`config.mk`:
```
export PLATFORM = sky130hd
export DESIGN_NAME = fifo_ovf_buf
export DESIGN_NICKNAME = d
export VERILOG_FILES = /design/src/rtl/fifo_ovf_pkg.sv /design/src/rtl/fifo_ovf_ptr.sv /design/src/rtl/fifo_ovf_store.sv /design/src/rtl/fifo_ovf_ctrl.sv /design/src/rtl/fifo_ovf_buf.sv
export SDC_FILE = /design/constraint.sdc
export NUM_CORES = 1
export LEC_CHECK = 0
export ABC_AREA = 0
export BUFFER_PORTS_ARGS = -buffer_cell sky130_fd_sc_hd__buf_2
export CELL_PAD_IN_SITES_DETAIL_PLACEMENT = 0
export CELL_PAD_IN_SITES_GLOBAL_PLACEMENT = 1
export CORE_ASPECT_RATIO = 0.8
export CORE_UTILIZATION = 48
export CTS_BUF_LIST = sky130_fd_sc_hd__clkbuf_2 sky130_fd_sc_hd__clkbuf_4 sky130_fd_sc_hd__clkbuf_8
export CTS_CLUSTER_SIZE = 25
export DETAILED_ROUTE_END_ITERATION = 8
export PLACE_DENSITY = 0.9
export SYNTH_ARGS = -nofsm -noshare
export SYNTH_HDL_FRONTEND = slang
export SYNTH_SLANG_ARGS = --single-unit
```
`constraint.sdc`:
```
create_clock -name clk -period 2.3 [get_ports clk]
set_clock_uncertainty 0.05 [all_clocks]
set_input_delay 0.115 -clock clk [delete_from_list [all_inputs] [get_ports clk]]
set_output_delay 0.115 -clock clk [all_outputs]
set_load 0.01 [all_outputs]
```
`src/rtl/fifo_ovf_pkg.sv`:
```
// Package: shared types for the single-clock FIFO with sticky overflow.
// Assumes: nothing beyond IEEE 1800-2017 packed structs.
package fifo_ovf_pkg;

    // Outcome of one cycle's requests after the full and empty gates.
    typedef struct packed {
        logic push_ok;    // push accepted, entry written
        logic pop_ok;     // pop accepted, head advances
        logic push_lost;  // push seen while full, entry discarded
    } xfer_t;

    // Turn raw requests and the current flags into accepted transfers.
    function automatic xfer_t grant(input logic push, input logic pop,
                                    input logic full, input logic empty);
        xfer_t g;
        g.push_ok   = push & ~full;
        g.pop_ok    = pop & ~empty;
        g.push_lost = push & full;
        return g;
    endfunction

endpackage

```
`src/rtl/fifo_ovf_ptr.sv`:
```
// Module: wrapping index register for one side of the FIFO.
// Does: holds an ADDR_BITS index and advances it by one when asked.
// Assumes: depth is a power of two, so wrap-around is the natural
// overflow of the index; synchronous active-low reset to entry 0.
module fifo_ovf_ptr #(
    parameter int ADDR_BITS = 2
) (
    input  logic                 clk,
    input  logic                 rst_n,
    input  logic                 advance,
    output logic [ADDR_BITS-1:0] index
);

    // Step the index on each accepted transfer, wrapping at the depth.
    always_ff @(posedge clk) begin
        if (!rst_n) begin
            index <= '0;
        end else if (advance) begin
            index <= index + 1'b1;
        end
    end

endmodule

```
`src/rtl/fifo_ovf_store.sv`:
```
// Module: register-array storage for the FIFO.
// Does: one write port clocked in on the rising edge and one read port
// that is combinational, so the head entry shows with no added delay.
// Assumes: the caller only writes to free slots; contents are not
// reset, since the fill level alone decides which slots are valid.
module fifo_ovf_store #(
    parameter int ADDR_BITS = 2,
    parameter int DATA_BITS = 4
) (
    input  logic                 clk,
    input  logic                 wr_en,
    input  logic [ADDR_BITS-1:0] wr_addr,
    input  logic [DATA_BITS-1:0] wr_data,
    input  logic [ADDR_BITS-1:0] rd_addr,
    output logic [DATA_BITS-1:0] rd_data
);

    localparam int DEPTH = 1 << ADDR_BITS;

    logic [DATA_BITS-1:0] rows [DEPTH];

    // Write the addressed row when the write is enabled.
    always_ff @(posedge clk) begin
        for (int i = 0; i < DEPTH; i++) begin
            if (wr_en && (wr_addr == ADDR_BITS'(i))) begin
                rows[i] <= wr_data;
            end
        end
    end

    // Present the addressed row combinationally.
    always_comb begin
        rd_data = rows[rd_addr];
    end

endmodule

```
`src/rtl/fifo_ovf_ctrl.sv`:
```
// Module: fill-level, flag and overflow control for the FIFO.
// Does: gates the push and pop requests against full and empty, keeps
// an ADDR_BITS+1 bit fill level, and holds the sticky overflow bit,
// which is set by a push while full and cleared by an accepted pop.
// Assumes: synchronous active-low reset; setting the overflow bit has
// priority over clearing it in the same cycle.
module fifo_ovf_ctrl
    import fifo_ovf_pkg::*;
#(
    parameter int ADDR_BITS = 2
) (
    input  logic               clk,
    input  logic               rst_n,
    input  logic               push,
    input  logic               pop,
    output xfer_t              xfer,
    output logic [ADDR_BITS:0] level,
    output logic               full,
    output logic               empty,
    output logic               ovf
);

    localparam int CNT_W = ADDR_BITS + 1;
    localparam int DEPTH = 1 << ADDR_BITS;

    // Derive the flags from the registered fill level.
    always_comb begin
        full  = (level == CNT_W'(DEPTH));
        empty = (level == '0);
        xfer  = grant(push, pop, full, empty);
    end

    // Track how many entries are held.
    always_ff @(posedge clk) begin
        if (!rst_n) begin
            level <= '0;
        end else begin
            case ({xfer.push_ok, xfer.pop_ok})
                2'b10:   level <= level + 1'b1;
                2'b01:   level <= level - 1'b1;
                default: level <= level;
            endcase
        end
    end

    // Hold the overflow bit: set on a lost push, clear on an accepted pop.
    always_ff @(posedge clk) begin
        if (!rst_n) begin
            ovf <= 1'b0;
        end else if (xfer.push_lost) begin
            ovf <= 1'b1;
        end else if (xfer.pop_ok) begin
            ovf <= 1'b0;
        end
    end

endmodule

```
`src/rtl/fifo_ovf_buf.sv`:
```
// Module: single-clock FIFO with full, empty and sticky overflow outputs.
// Does: joins the control unit, two index registers and the storage
// array; the head entry is read combinationally from the pop index.
// Assumes: one clock, synchronous active-low reset, depth a power of two.
module fifo_ovf_buf
    import fifo_ovf_pkg::*;
#(
    parameter int ADDR_BITS = 2,
    parameter int DATA_BITS = 4
) (
    input  logic                 clk,
    input  logic                 rst_n,
    input  logic                 push,
    input  logic [DATA_BITS-1:0] push_data,
    input  logic                 pop,
    output logic [DATA_BITS-1:0] pop_data,
    output logic                 is_full,
    output logic                 is_empty,
    output logic                 ovf_sticky
);

    xfer_t                xfer;
    logic [ADDR_BITS:0]   level;
    logic [ADDR_BITS-1:0] wr_idx;
    logic [ADDR_BITS-1:0] rd_idx;

    fifo_ovf_ctrl #(.ADDR_BITS(ADDR_BITS)) u_ctrl (
        .clk   (clk),
        .rst_n (rst_n),
        .push  (push),
        .pop   (pop),
        .xfer  (xfer),
        .level (level),
        .full  (is_full),
        .empty (is_empty),
        .ovf   (ovf_sticky)
    );

    fifo_ovf_ptr #(.ADDR_BITS(ADDR_BITS)) u_wr_ptr (
        .clk     (clk),
        .rst_n   (rst_n),
        .advance (xfer.push_ok),
        .index   (wr_idx)
    );

    fifo_ovf_ptr #(.ADDR_BITS(ADDR_BITS)) u_rd_ptr (
        .clk     (clk),
        .rst_n   (rst_n),
        .advance (xfer.pop_ok),
        .index   (rd_idx)
    );

    fifo_ovf_store #(.ADDR_BITS(ADDR_BITS), .DATA_BITS(DATA_BITS)) u_store (
        .clk     (clk),
        .wr_en   (xfer.push_ok),
        .wr_addr (wr_idx),
        .wr_data (push_data),
        .rd_addr (rd_idx),
        .rd_data (pop_data)
    );

endmodule

```
==> results of run 1 <==
cells in the mapped netlist (all sizes together):
| cell | n | area share, % |
|---|---|---|
| nor3 | 1 | 0.45 |
| buf | 1 | 1.0 |
| nor2b | 1 | 0.56 |
| mux4 | 4 | 8.1 |
| nand3 | 1 | 0.45 |
| mux2i | 2 | 1.8 |
| and2 | 8 | 4.5 |
| or3 | 1 | 0.56 |
| clkbuf | 1 | 0.34 |
| ha | 5 | 5.6 |
| dfxtp | 10 | 18 |
| xnor2 | 1 | 0.79 |
| xor2 | 2 | 1.6 |
| a21oi | 1 | 0.45 |
| edfxtp | 16 | 43 |
| nand2b | 1 | 0.56 |
| nand2 | 7 | 2.4 |
| nand4b | 1 | 0.79 |
| inv | 6 | 2.0 |
| a21boi | 1 | 0.68 |
| nor3b | 1 | 1.1 |
| fa | 1 | 1.8 |
| o21ai | 3 | 1.4 |
| o31a | 1 | 1.6 |
placed cells by master (no fill, tap or decap):
cell	netlist	routed
nand2_1	7	7
mux2i_1	2	2
dfxtp_2	0	2
clkbuf_4	0	3
o21ai_0	3	3
nand2b_1	1	1
and2_1	8	8
or3_1	1	1
buf_4	0	1
fa_1	1	1
inv_1	6	6
o31a_4	1	1
dfxtp_1	10	8
nand3_1	1	1
nor3_1	1	1
a21oi_1	1	1
buf_2	0	14
dlygate4sd3_1	0	5
ha_1	5	5
nor2b_1	1	1
mux4_2	4	4
xor2_1	2	2
clkbuf_8	0	1
nor3b_4	0	1
edfxtp_1	16	16
xnor2_1	1	1
nand4b_1	1	1
a21boi_0	1	1
stage by stage:
step                      utilization, %  std cells  hold slack (ns)  TNS (ns)
after global placement              55.7        115            0.278         0
after CTS                           59.7        124           0.0903         0
after floorplan                        -         77            0.164         0
after global routing                60.1        124           0.0810  -0.00451
after detailed placement            55.7        115            0.285         0
final                               60.1        124           0.0948         0
worst register-to-register path, delay by kind of cell (launching register included):
family / cells / cell delay [ns]
AOI/OAI and AO/OA: 1 / 0.20
and+or+nand+nor: 3 / 0.61
buffers and inverters: 2 / 0.12
DFF: 1 / 0.40
xor gates and xnor gates: 1 / 0.16
adders and majority gates: 2 / 0.54
registers in the layout, indices dropped and copies added, names as in the netlist, named ones only:
signal	count
u_ctrl.level	3
u_ctrl.ovf	1
u_store.rows	16
u_rd_ptr.index	2
u_wr_ptr.index	2
power breakdown:
part,switching [mW],internal (mW)
Combinational,0.166,0.198
Sequential,0.0786,0.576
Clock,0.129,0.0969
timing repair:
item / 4_1_cts / 5_1_grt
setup endpoints to repair: 0 / 1
gates resized for setup: 0 / 3
hold endpoints to repair: 17 / 0
hold buffers: 5 / 0
kinds of logic (layout without fill, tap and decap cells):
kind of cell,count (synthesis),after routing
flip-flops,26,26
multiplexers,6,6
XOR/XNOR,3,3
adder cells (fa/ha/maj),6,6
AND/OR/NAND/NOR,22,22
buffers and inverters,8,30
AO/OA/AOI/OAI,6,6
layer usage:
metal | vias up | global-route usage (%) | routed length, µm
met5 | - | 0 | 0
met4 | 0 | 7.50 | 34
met3 | 5 | 6.02 | 68
met2 | 12 | 25.5 | 878
met1 | 297 | 17.0 | 762
li1 | 314 | - | -
final cells by class:
type | instances | area [µm²] | share of cell area [%]
clock buffer | 4 | 36.3 | 2.80
inverter | 6 | 22.5 | 1.74
multi-input combinational | 43 | 397 | 30.6
sequential | 26 | 683 | 52.7
tap | 25 | 31.3 | 2.41
timing repair buffer | 20 | 128 | 9.84
worst paths after layout:
kind              cells past startpoint                      endpoint
setup / recovery                      9  u_ctrl.level[2]$_SDFFE_PN0P_
hold reg to reg                       2       u_ctrl.ovf$_SDFFE_PN0P_
setup reg to reg                      9  u_ctrl.level[2]$_SDFFE_PN0P_
hold / removal                        2  u_ctrl.level[2]$_SDFFE_PN0P_
==> impl_metrics.ini, run 1 <==
[run_status]
status = complete, no violations

[floorplanning]
core_mm2 = 0.00216
rows = 15
start_util_pct = 51.4
ioPinCount = 15
dieArea_mm2 = 0.00251
die_h_um = 45.0
chipWidth_um = 55.7

[logic_synthesis]
synth.area.mux_share_pct = 9.93
synth_area_mm2 = 0.00111
synth_compound_area_share_pct = 4.06
ys_ff_latch = 26
ys_warn_count = 0
synth-simple-area-share_pct = 11.4
synth_nets = 91
avgSynthCellArea_um2 = 14.4
synthAdderAreaFrac_pct = 7.45
synth_top_family_by_area = simple AND/OR/NAND/NOR gates
ys_types = 24
synthCells = 77
ys_seq_area_share_pct = 61.4
synth_xor_area_share_pct = 2.37

[worst_setup_path]
cp.arrival_ns = 2.35
critPathBufInv = 2
max_stage_delay_ns = 0.40
path_class = flop to flop
crit_fanout = 5
r2r-start = u_ctrl.level[1]$_SDFFE_PN0P_
crit_chain = nor3b_4 -> nor2b_1 -> inv_1 -> ha_1 -> inv_1 -> fa_1 -> xor2_1 -> or3_1 -> a21boi_0
critPathTopFamily = simple AND/OR/NAND/NOR gates
startpoint = u_ctrl.level[1]$_SDFFE_PN0P_
slowest_stage = dfxtp_1
crit_path_end_kind = flop
cp-start-kind = flop
crit_path_frequent_cell = inv_1
cp.required_ns = 2.50
r2r_slack_ns = 0.14

[pwr]
power_mw = 1.24
irDropWorstVdd_v = 0.000628
leakage_nw = 0.499
powerDensity_mw_per_mm2 = 958

[clock_network]
clock_latency_ns = 0.32
cts.path.max_buffers = 2
root_buffer = clkbuf_4
htree_num_levels = 1
clock_sinks = 26
numCtsBuffers = 3
cts_tree = done
clkSlewWorstSetupHoldPaths_ns = 0.14
cts_setup_buffers = 0

[layout]
area_delta_synth_final_pct = 17.0
fin_area_mm2 = 0.00130
final_layout_size_suffix_gt1_share_pct = 27.3
n_antenna_cell = 0
nets = 114
fillerInstances = 169

[detailed_routing]
drt_pass1_iterations = 4
drc = 0
drtIter0Drc = 14
routed_wl_um = 1740
num_vias = 628
antenna_left = 0
routedWlPerCell_um = 14.1
viasPerCell = 5.06

[timing]
worst_slack_ns = 0.143
relSlewSlack_pct = 80.0
setup_violations = 0
hold_viol = 0
fin_crit_ns = 2.16
fmax_ghz = 0.464
tightest_slew_ns = 0.300
layout_worst_path_cycle_share_pct = 93.8
slew_violations = 0

[global_routing]
grt_usage_pct = 15.0
grt_pass1_wl_um = 2600
antenna_found_initial = 0
grt_pass1_vias = 580
grt_max_degree = 15
grt-ovfl-total = 0

[run]
maxCapViolCount = 0

[placed_design]
gp_congestion = 0.749
hpwlAfterDp_um = 1190
io_buffers = 14
placed_cell_area_mm2 = 0.00120
dpl_worst_slack_ns = 0.124

[hold_path]
hp-class = input pin to flop
hp-start = rst_n
Note: power is estimated with default switching activity, not from simulation.
==> run 2, diff against run 1 <==
Settings changed: CORE_ASPECT_RATIO 0.8 to not set.
==> run 2 against run 1 <==
  * Die area about the same
  * Design area is 0.19% higher
  * Utilization fell by 0.78 points
  * Cell count rose by 2.4%
  * Sequential share of layout area is 0.38 points higher
  * Critical path depth did not move
  * Register-to-register slack worse by 0.04 ns
  * Critical path type unchanged
  * Critical endpoint unchanged
  * Largest power group unchanged
==> impl_metrics.ini, run 2 (same netlist as run 1, synthesis figures left out) <==
[layout]
postLayoutCoreUtil_pct = 59.3
final-seq-area_um2 = 689
multiInputGateArea_um2 = 399
area_delta_synth_final_pct = 17.3
layout_common_cells = edfxtp_1, buf_2, and2_1
final_layout_size_suffix_gt1_share_pct = 28.3
fillerInstances = 188
largestRegisters = u_store.rows (16), u_ctrl.level (3)
regMostFlops = u_store.rows
nets = 114
n_antenna_cell = 0
final_common_cell = edfxtp_1
largest_reg_flops = 16

[pwr]
p_comb_share_pct = 30.6
switchingPower_mw = 0.370
powerDensity_mw_per_mm2 = 936
pwr-share-seq_pct = 53.9
leakage_nw = 0.496
irDropWorstVdd_v = 0.000395
power_mw = 1.22
power_frac_clock_pct = 15.5
p_sw_share_pct = 30.4
p_int_mw = 0.848

[detailed_routing]
drc = 0
routedWlPerCell_um = 14.1
viasPerCell = 4.90
routed_wl_um = 1790
num_vias = 622
antenna_left = 0
drt_pass1_iterations = 4
drtIter0Drc = 11

[floorplanning]
ioPinCount = 15
chipWidth_um = 50.1
die_h_um = 50.1
start_util_pct = 50.6
core_mm2 = 0.00219
dieArea_mm2 = 0.00251
rows = 17

[clock_network]
cts_tree = done
clock_latency_ns = 0.31
root_buffer = clkbuf_4
numCtsBuffers = 3
clkSlewWorstSetupHoldPaths_ns = 0.13
htree_num_levels = 1
clock_sinks = 26
cts.path.max_buffers = 2

[run]
maxCapViolCount = 0

[placed_design]
gp_congestion = 0.690
io_buffers = 14
hpwlAfterDp_um = 1310

[global_routing]
grt_pass1_vias = 653
grt_pass1_wl_um = 2860
antenna_found_initial = 0
grt_usage_pct = 16.2
grt-ovfl-total = 0
grt_max_degree = 15

[timing]
fin_crit_ns = 2.20
whs_ns = 0.0813
fmax_ghz = 0.455
tightest_slew_ns = 0.255
relSlewSlack_pct = 82.9
slew_violations = 0
setup_violations = 0
layout_worst_path_cycle_share_pct = 95.6
finalSetupTns_ns = 0
hold_viol = 0

[worst_setup_path]
crit_path_end_kind = flop
crit_fanout = 7
cp.required_ns = 2.49
r2r_cells = 9
cp-start-kind = flop
path_class = flop to flop
cp.arrival_ns = 2.39

[run_status]
status = complete, no violations

[hold_path]
hp-class = input pin to flop
holdPathStages = 3
run 2: cell types whose count changed in the layout (fill, tap and decap cells not counted):
cell | before | now
a21boi_0 | 1 | 0
a21boi_1 | 0 | 1
clkbuf_8 | 1 | 0
clkinv_1 | 0 | 1
dfxtp_1 | 8 | 7
dfxtp_2 | 2 | 1
dfxtp_4 | 0 | 2
nor2b_1 | 1 | 0
nor2b_2 | 0 | 1
run 2: per-stage QoR:
step / instances / worst slack, ns / area [µm²]
after floorplan: 77 / 0.0989 / 1110
after global placement: 117 / 0.178 / 1200
after detailed placement: 117 / -0.00357 / 1200
after CTS: 127 / 0.0416 / 1290
after global routing: 127 / -0.0107 / 1300
final: 127 / 0.102 / 1300
run 2: final timing paths:
kind	startpoint	slack, ns	to
setup reg to reg	u_ctrl.level[0]$_SDFFE_PN0P_	0.10	u_ctrl.level[2]$_SDFFE_PN0P_
hold / removal	rst_n	0.08	u_ctrl.ovf$_SDFFE_PN0P_
setup / recovery	u_ctrl.level[0]$_SDFFE_PN0P_	0.10	u_ctrl.level[2]$_SDFFE_PN0P_
hold reg to reg	u_ctrl.ovf$_SDFFE_PN0P_	0.42	u_ctrl.ovf$_SDFFE_PN0P_
run 2: area by class of cell:
| class | instances | area share (%) |
|---|---|---|
| Sequential cell | 26 | 53.0 |
| Multi-Input combinational cell | 43 | 30.7 |
| Timing Repair Buffer | 20 | 9.82 |
| Tap cell | 28 | 2.69 |
| Clock buffer | 3 | 1.73 |
| Inverter | 6 | 1.73 |
| Clock inverter | 1 | 0.289 |
run 2: metal layers:
| metal | GRT usage, % | vias to the layer above | routed length [µm] |
|---|---|---|---|
| met3 | 2.78 | 0 | 37 |
| met4 | 7.14 | 0 | 0 |
| met1 | 18.3 | 301 | 734 |
| met5 | 0 | - | 0 |
| li1 | - | 314 | - |
| met2 | 29.3 | 7 | 1020 |
run 2: power by group through the flow:
| stage | sequential (mW) | clock, mW | combinational, mW |
|---|---|---|---|
| after floorplan | 0.639 | 0 | 0.262 |
| after global placement | 0.650 | 0 | 0.341 |
| after detailed placement | 0.655 | 0 | 0.353 |
| after CTS | 0.646 | 0.195 | 0.371 |
| after global routing | 0.670 | 0.214 | 0.416 |
| final | 0.656 | 0.188 | 0.373 |
run 2: worst max-delay path, stage by stage (launching register included):
cell      delay, ns
dfxtp_4        0.39
nor3b_4        0.22
nor2b_2        0.11
inv_1          0.06
ha_1           0.19
inv_1          0.07
fa_1           0.38
xor2_1         0.17
or3_1          0.31
a21boi_1       0.16
run 2: repair_timing:
action | in CTS | in global routing
hold buffers | 5 | 0
pin swaps | 1 | 1
endpoints found under the hold margin | 17 | 0
cloned | 0 | 0
setup buffers | 1 | 0
endpoints found under the setup margin | 1 | 1
gates resized for setup | 2 | 6
